[config.mk]
export PLATFORM = sky130hd
export DESIGN_NAME = spwm_single_shot
export DESIGN_NICKNAME = d
export VERILOG_FILES = /design/src/rtl/spwm_pkg.sv /design/src/rtl/spwm_timebase.sv /design/src/rtl/spwm_compare.sv /design/src/rtl/spwm_ctrl.sv /design/src/rtl/spwm_single_shot.sv
export SDC_FILE = /design/constraint.sdc
export NUM_CORES = 1
export LEC_CHECK = 0
export BUFFER_PORTS_ARGS = -buffer_cell sky130_fd_sc_hd__buf_2
export CAP_MARGIN = 20
export CORE_MARGIN = 1
export CORE_UTILIZATION = 35
export CTS_CLUSTER_DIAMETER = 30
export DETAILED_ROUTE_END_ITERATION = 10
export PLACE_DENSITY = 0.62
export REMOVE_ABC_BUFFERS = 1
export SETUP_SLACK_MARGIN = 0.1
export SYNTH_ARGS = -nofsm -noshare
export SYNTH_HDL_FRONTEND = slang
export SYNTH_SLANG_ARGS = --single-unit
[constraint.sdc]
create_clock -name clk -period 2.5 [get_ports clk]
set_clock_uncertainty 0.05 [all_clocks]
set_input_delay 0 -clock clk [delete_from_list [all_inputs] [get_ports clk]]
set_output_delay 0 -clock clk [all_outputs]
set_load 0.05 [all_outputs]
[src/rtl/spwm_pkg.sv]
package spwm_pkg;

    // Controller state of a single shot
    typedef enum logic [0:0] {
        ST_IDLE = 1'b0,
        ST_RUN  = 1'b1
    } shot_state_t;

    // Match results handed from the comparator to the controller
    typedef struct packed {
        logic duty_hit;    // next count equals duty
        logic period_hit;  // current count equals period
    } cmp_hits_t;

    // Default counter width
    localparam int unsigned CNT_W_DEFAULT = 16;

endpackage

[src/rtl/spwm_timebase.sv]
module spwm_timebase #(
    parameter int unsigned CNT_W = spwm_pkg::CNT_W_DEFAULT
) (
    input  logic             clk,
    input  logic             rst,
    input  logic             start,
    input  logic             run,
    input  logic             wrap,
    output logic [CNT_W-1:0] cnt
);

    localparam logic [CNT_W-1:0] CNT_ZERO = '0;
    localparam logic [CNT_W-1:0] CNT_ONE  = CNT_W'(1);

    logic clear_now;
    logic step_now;

    assign clear_now = rst || start || wrap;
    assign step_now  = run && !wrap;

    always_ff @(posedge clk) begin
        if (clear_now) begin
            cnt <= CNT_ZERO;
        end else if (step_now) begin
            cnt <= cnt + CNT_ONE;
        end
    end


    idle_count_zero_chk: assert property (@(posedge clk) disable iff (rst)
        !run |-> (cnt == CNT_ZERO));


    wrap_clears_count_chk: assert property (@(posedge clk) disable iff (rst)
        (run && wrap) |=> (cnt == CNT_ZERO));

endmodule

[src/rtl/spwm_compare.sv]
module spwm_compare #(
    parameter int unsigned CNT_W = spwm_pkg::CNT_W_DEFAULT
) (
    input  logic [CNT_W-1:0]  cnt,
    input  logic [CNT_W-1:0]  duty,
    input  logic [CNT_W-1:0]  period,
    output spwm_pkg::cmp_hits_t hits
);

    // One extra bit keeps the incremented count from aliasing duty zero
    localparam int unsigned EXT_W = CNT_W + 1;

    logic [EXT_W-1:0] next_cnt;
    logic [EXT_W-1:0] duty_ext;

    assign next_cnt = {1'b0, cnt} + EXT_W'(1);
    assign duty_ext = {1'b0, duty};

    always_comb begin
        hits.duty_hit   = (next_cnt == duty_ext);
        hits.period_hit = (cnt == period);
    end

endmodule

[src/rtl/spwm_ctrl.sv]
module spwm_ctrl (
    input  logic                clk,
    input  logic                rst,
    input  logic                arm,
    input  logic                duty_zero,
    input  spwm_pkg::cmp_hits_t hits,
    output logic                run,
    output logic                act,
    output logic                irq,
    output logic                start,
    output logic                wrap
);
    import spwm_pkg::*;

    shot_state_t state;

    assign run   = (state == ST_RUN);
    assign start = (state == ST_IDLE) && arm;
    assign wrap  = (state == ST_RUN) && hits.period_hit;

    always_ff @(posedge clk) begin
        if (rst) begin
            state <= ST_IDLE;
            act   <= 1'b0;
            irq   <= 1'b0;
        end else begin
            irq <= wrap;
            unique case (state)
                ST_IDLE: begin
                    if (arm) begin
                        state <= ST_RUN;
                        act   <= !duty_zero;
                    end
                end
                ST_RUN: begin
                    if (hits.period_hit) begin
                        state <= ST_IDLE;
                        act   <= 1'b0;
                    end else if (hits.duty_hit) begin
                        act <= 1'b0;
                    end
                end
                default: begin
                    state <= ST_IDLE;
                    act   <= 1'b0;
                end
            endcase
        end
    end


    irq_single_cycle_chk: assert property (@(posedge clk) disable iff (rst)
        irq |=> !irq);


    busy_fall_irq_chk: assert property (@(posedge clk) disable iff (rst)
        $fell(run) |-> irq);


    pulse_inside_busy_chk: assert property (@(posedge clk) disable iff (rst)
        act |-> run);


    arm_starts_shot_chk: assert property (@(posedge clk) disable iff (rst)
        (!run && arm) |=> (run && (act == !$past(duty_zero))));


    arm_while_busy_chk: assert property (@(posedge clk) disable iff (rst)
        (run && arm && !hits.period_hit) |=> run);

endmodule

[src/rtl/spwm_single_shot.sv]
module spwm_single_shot #(
    parameter int unsigned CNT_W = spwm_pkg::CNT_W_DEFAULT
) (
    input  logic             clk,
    input  logic             rst,
    input  logic             arm,
    input  logic [CNT_W-1:0] duty,
    input  logic [CNT_W-1:0] period,
    output logic             pulse_out,
    output logic             busy,
    output logic             irq
);
    import spwm_pkg::*;

    localparam logic [CNT_W-1:0] DUTY_NONE = '0;

    logic [CNT_W-1:0] cnt;
    cmp_hits_t        hits;
    logic             run;
    logic             act;
    logic             start;
    logic             wrap;
    logic             duty_zero;

    assign duty_zero = (duty == DUTY_NONE);

    spwm_timebase #(.CNT_W(CNT_W)) u_timebase (
        .clk   (clk),
        .rst   (rst),
        .start (start),
        .run   (run),
        .wrap  (wrap),
        .cnt   (cnt)
    );

    spwm_compare #(.CNT_W(CNT_W)) u_compare (
        .cnt    (cnt),
        .duty   (duty),
        .period (period),
        .hits   (hits)
    );

    spwm_ctrl u_ctrl (
        .clk       (clk),
        .rst       (rst),
        .arm       (arm),
        .duty_zero (duty_zero),
        .hits      (hits),
        .run       (run),
        .act       (act),
        .irq       (irq),
        .start     (start),
        .wrap      (wrap)
    );

    assign pulse_out = act;
    assign busy      = run;


    idle_outputs_low_chk: assert property (@(posedge clk) disable iff (rst)
        (!busy && !$past(busy)) |-> (!pulse_out && !irq));

endmodule

Word level (Yosys, flattened, before mapping). Index checks and enable logic that the tools add are counted.

Output and inout bits: 3. Bits in registers: 19. Word-level logic and storage cells: 27.

Reduce and logical (&&, ||, !) cells: 9. Equality and inequality tests: 4. Mux-type cells: 7. Add/sub/neg operators: 2. Bitwise logic cells: 1.

Operator list (number): adder 16 x 1 -> 17 bit (second input constant) (1); equality test 17 x 16 -> 1 bit (1); adder 16 x 1 -> 16 bit (second input constant) (1); equality test 16 bit (1); logical NOT 16 bit (1); 2-to-1 mux 1 bit (5); one-hot mux 1 bit (2 select lines) (2); logical AND 1 bit (3); != test 3 x 2 -> 1 bit (second input constant) (1); logical NOT 1 bit (2); logical OR 1 bit (2); != test 2 bit (second input constant) (1); AND reduction 2 bit (1); NOT 1 bit (1).

Logic depth before layout (Yosys ltp).
Depth after elaboration: 5. Mapped depth: 8. Mapped depth without buffers: 7.

Cells and area by module. Synthesis repeated with hierarchy kept, for this count alone.

Cell total of the unflattened synthesis: 204. Area, all modules: 1690.4 µm².

Modules (own cells, without submodules): spwm_compare (seq. area each 0.0 µm², times used 1, area each 763.2 µm², cells an instance 104); spwm_timebase (seq. area each 320.3 µm², times used 1, area each 762.0 µm², cells an instance 83); spwm_ctrl (seq. area each 60.1 µm², times used 1, area each 131.4 µm², cells an instance 12); spwm_single_shot (seq. area each 0.0 µm², times used 1, area each 33.8 µm², cells an instance 5).

Least setup slack after synthesis. OpenSTA, ideal clock, no wires.

Path kind: reg2reg. Start point: reg u_timebase.cnt[1]. End point: reg u_ctrl.act. Library setup time: 125 ps. Arrival time: 1752 ps. Stages on the path, launching flop included: 9. Setup slack: 573 ps. Data required time: 2325 ps. Cells stage by stage: dfxtp_1 > ha_1 > nand3_1 > buf_2 > nor3_1 > xnor2_1 > a2111oi_0 > and4_1 > a31oi_1.

Word-level cells in the longest chain between the ends: 4.

Ends and longest elaborated chain: start: declaration (line spwm_timebase.sv:9) `output logic [CNT_W-1:0] cnt`; start signal: assignment (line spwm_timebase.sv:25) `cnt <= cnt + CNT_ONE;`; adder 16 x 1 -> 17 bit (line spwm_compare.sv:16) `assign next_cnt = {1'b0, cnt} + EXT_W'(1);`; equality test 17 x 16 -> 1 bit (line spwm_compare.sv:20) `hits.duty_hit = (next_cnt == duty_ext);`; != test 3 x 2 -> 1 bit (no source line); AND reduction 2 bit (no source line); end signal: assignment (line spwm_ctrl.sv:32) `act <= !duty_zero;`; end: declaration (line spwm_ctrl.sv:8) `output logic act,`.

Several ways; a longest one is shown, not always the timed one. A chain may end at the register's enable or synchronous reset.

Worst setup path after layout. Ends and elaborated chain as after synthesis.

==> flow_summary_export.csv <==
group,metric,value,unit
critical_path,cpPeakStageDelay,0.57,ns
detailed_routing,first_iter_violations,109,
yosys,synth_edf_count,0,
floorplanning,start_util,0.371,
yosys,yosysTopAreaCell,"dfxtp_1",
timing,relSlewSlack,0.701,
floorplanning,die_area,4990,sq um
clock_tree,cts_tree,"built",
timing,rsz0062_at_grt,"false",
timing,hold_violations,0,
timing,drv_slew,0,
yosys,yosysSeqAreaShare,0.231,
layout,multi_input_area,1150,sq um
yosys,syn_area,1650,sq um
critical_path,path_cells,"ha_2 > nand3_2 > or4_1 > a211oi_1 > and4_1 > a31oi_1",
timing,whs,0.148,ns
timing,min_period_over_period,0.880,
critical_path,rrSetupSlack,0.30,ns
clock_tree,numCtsBuffers,3,
timing,setup_tns,0,ns
layout,fin_nets,283,
floorplanning,die_h,70.6,microns
clock_tree,cts_max_level,1,
detailed_routing,dr.pass1.iters,7,
detailed_routing,routed_wl,4430,microns
layout,area_growth_syn_to_layout,17.4,%
timing,max_clock_freq,454,MHz
global_route,grt_max_degree,24,
layout,drive_gt1_frac,0.228,
floorplanning,die_x,70.6,microns
clock_tree,root_buffer,"clkbuf_8",
clock_tree,cts_setup_buffers,0,
clock_tree,clk_latency,0.26,ns
status,status,"finished, violations left",
worst_hold_path,hold_path_class,"input pin to flip-flop",
yosys,synth.top_cells.by_area,"dfxtp_1, xnor2_1, buf_2",
detailed_routing,vias,1650,
global_route,grt_overflow,0,
yosys,synth_top_area_frac,0.231,
detailed_routing,drc,12,
place,dp_hpwl,3460,microns
floorplanning,pin_count,38,
place,gp_congestion,0.859,
global_route,grt_use_total,0.185,
yosys,async_flop_share,0,
global_route,grt_pass1_vias,1509,
critical_path,crit_start,"u_timebase.cnt[1]",
critical_path,timing.rr.end,"u_ctrl.act",
clock_tree,clk_pin_slew,0.08,ns
critical_path,rr_startpoint,"u_timebase.cnt[1]",
critical_path,crit_path_end,"u_ctrl.act",
detailed_routing,vias_per_cell,5.54,
status,failed_checks,"DRC",
critical_path,crit_type,"flip-flop to flip-flop",
yosys,yosysUniqueCellTypes,40,
critical_path,crit_path_start_kind,"flip-flop",
timing,worstMarginPinSlew,0.448,ns
critical_path,critPathCaptureType,"flip-flop",
critical_path,cp_max_fo,12,
global_route,grt_pass1_wl,7270,microns
global_route,antenna_found_initial,0,
yosys,synth-main-ff-cell,"dfxtp_1",
clock_tree,cts_buffer_depth,2,
timing,period_minus_slack,2.20,ns
floorplanning,row_count,24,
power_and_ir_drop,p_leak,0.656,nW
worst_hold_path,hp-start,"duty[15]",
yosys,ys_warn_count,0,
yosys,syn_avg_cell_area,7.74,sq um
clock_tree,numClockSinks,19,
detailed_routing,detail-route-antenna-nets,0,
detailed_routing,routedWlPerCell,14.9,microns
job,max-cap-violations,0,
floorplanning,core_area,4440,sq um
layout,diodes,0,
place,numPortBuffers,37,
yosys,ys_seq_elements,19,
power_and_ir_drop,power_density,351,nW/um^2
yosys,netlist_instances,213,
critical_path,r2r_cells,6,
critical_path,cp.required,2.59,ns
layout,seqCellArea,380,sq um
timing,setup_violations,0,
critical_path,cp_slowest_cell,"or4_1",
layout,nFillCells,455,
power_and_ir_drop,ir_drop,0.229,mV
critical_path,critPathArrivalTime,2.29,ns
state kept, by name, summed over array words and instances (netlist names):
signal          count
u_ctrl.run          1
u_ctrl.act          1
u_ctrl.irq          1
u_timebase.cnt     16
logic make-up (layout without fill, tap and decap cells):
group	count (synthesis)	after routing	share of synthesized area
AND/OR/NAND/NOR	79	79	0.263
XOR/XNOR	45	45	0.239
AO/OA/AOI/OAI	41	41	0.168
buffers and inverters	26	59	0.0804
flip-flops	19	19	0.231
multiplexers	2	2	0.0121
adder cells (fa/ha/maj)	1	1	0.00759
metrics by stage:
step,total power [mW],instances,instance area [sq um],setup WS (ns),utilization
3_3_place_gp,0.456,292,1860,0.238,0.418
4_1_cts,0.680,298,1920,0.147,0.432
3_5_place_dp,0.457,292,1860,0.157,0.418
5_1_grt,0.706,298,1940,0.116,0.436
2_1_floorplan,0.393,195,1550,0.0950,-
6_report,0.680,298,1940,0.299,0.436
Yosys cell counts (2+ instances only):
master and instances:
a2111oi_0 2, a211oi_1 2, a21o_1 2, a21oi_1 10, a32oi_1 2, and3_1 3, and4_1 3, buf_2 13
buf_4 3, dfxtp_1 19, inv_1 8, mux2i_1 2, nand2_1 10, nand3_1 6, nand4_1 10, nor2_1 17
nor2b_1 2, nor3_1 9, nor4_1 6, o21ai_0 13, o22ai_1 3, or3_1 7, xnor2_1 38, xor2_1 7
how the worst min path moves through the flow:
stage	endpoint	cells after the start
after detailed placement	u_ctrl.irq	2
after floorplan	u_ctrl.irq	1
final	u_ctrl.act	4
after CTS	u_ctrl.act	4
after global placement	u_ctrl.irq	2
after global routing	u_ctrl.act	4
worst max-delay path, delay by kind of cell (launching register included):
kind	cells	cell delay (ns)
and+or+nand+nor	3	0.99
AOI/OAI and AO/OA	2	0.30
DFF	1	0.45
adders and majority gates	1	0.28
layout make-up:
class                   instances  share of cell area
multi-input cells             168               0.594
clock buffers                   4              0.0233
flip-flops and latches         19               0.197
repair buffers                 47               0.137
well taps                      52              0.0336
inverters                       8              0.0155
layout by cell type (no fill, tap or decap), types with 2 or more instances in the layout:
master / synthesis / layout
and3_1: 3 / 3
a21o_1: 2 / 2
nand3_1: 6 / 5
or3_1: 7 / 7
nor3_1: 9 / 8
nand4_1: 10 / 10
nor4_1: 6 / 6
o22ai_1: 3 / 3
buf_2: 13 / 37
a21oi_1: 10 / 10
xnor2_1: 38 / 38
xor2_1: 7 / 7
a32oi_1: 2 / 2
buf_4: 3 / 8
dfxtp_1: 19 / 19
o21ai_0: 13 / 13
nand3_2: 1 / 2
inv_1: 8 / 8
clkbuf_8: 0 / 3
a211oi_1: 2 / 2
nor2_1: 17 / 17
and4_1: 3 / 3
dlygate4sd3_1: 0 / 2
nor2b_1: 2 / 2
nand2_1: 10 / 10
mux2i_1: 2 / 2
power breakdown:
part | switching [mW] | internal, mW
Clock | 0.112 | 0.114
Combinational | 0.0775 | 0.0652
Sequential | 0.00451 | 0.306
Total | 0.194 | 0.485
per-layer routing:
metal / global-route usage / wire length, microns / up-vias / share of wire
met5: 0 / 0 / - / 0
met4: 0.0689 / 87 / 0 / 0.020
met3: 0.0271 / 269 / 12 / 0.061
met2: 0.313 / 2070 / 76 / 0.47
met1: 0.239 / 2000 / 738 / 0.45
li1: - / - / 824 / -
what timing repair did:
item                                    4_1_cts  5_1_grt
hold endpoints to repair                      2        0
endpoints found under the setup margin        0        1
resized for setup                             0        4
hold buffers                                  2        0
(Power assumes the default switching activity.)
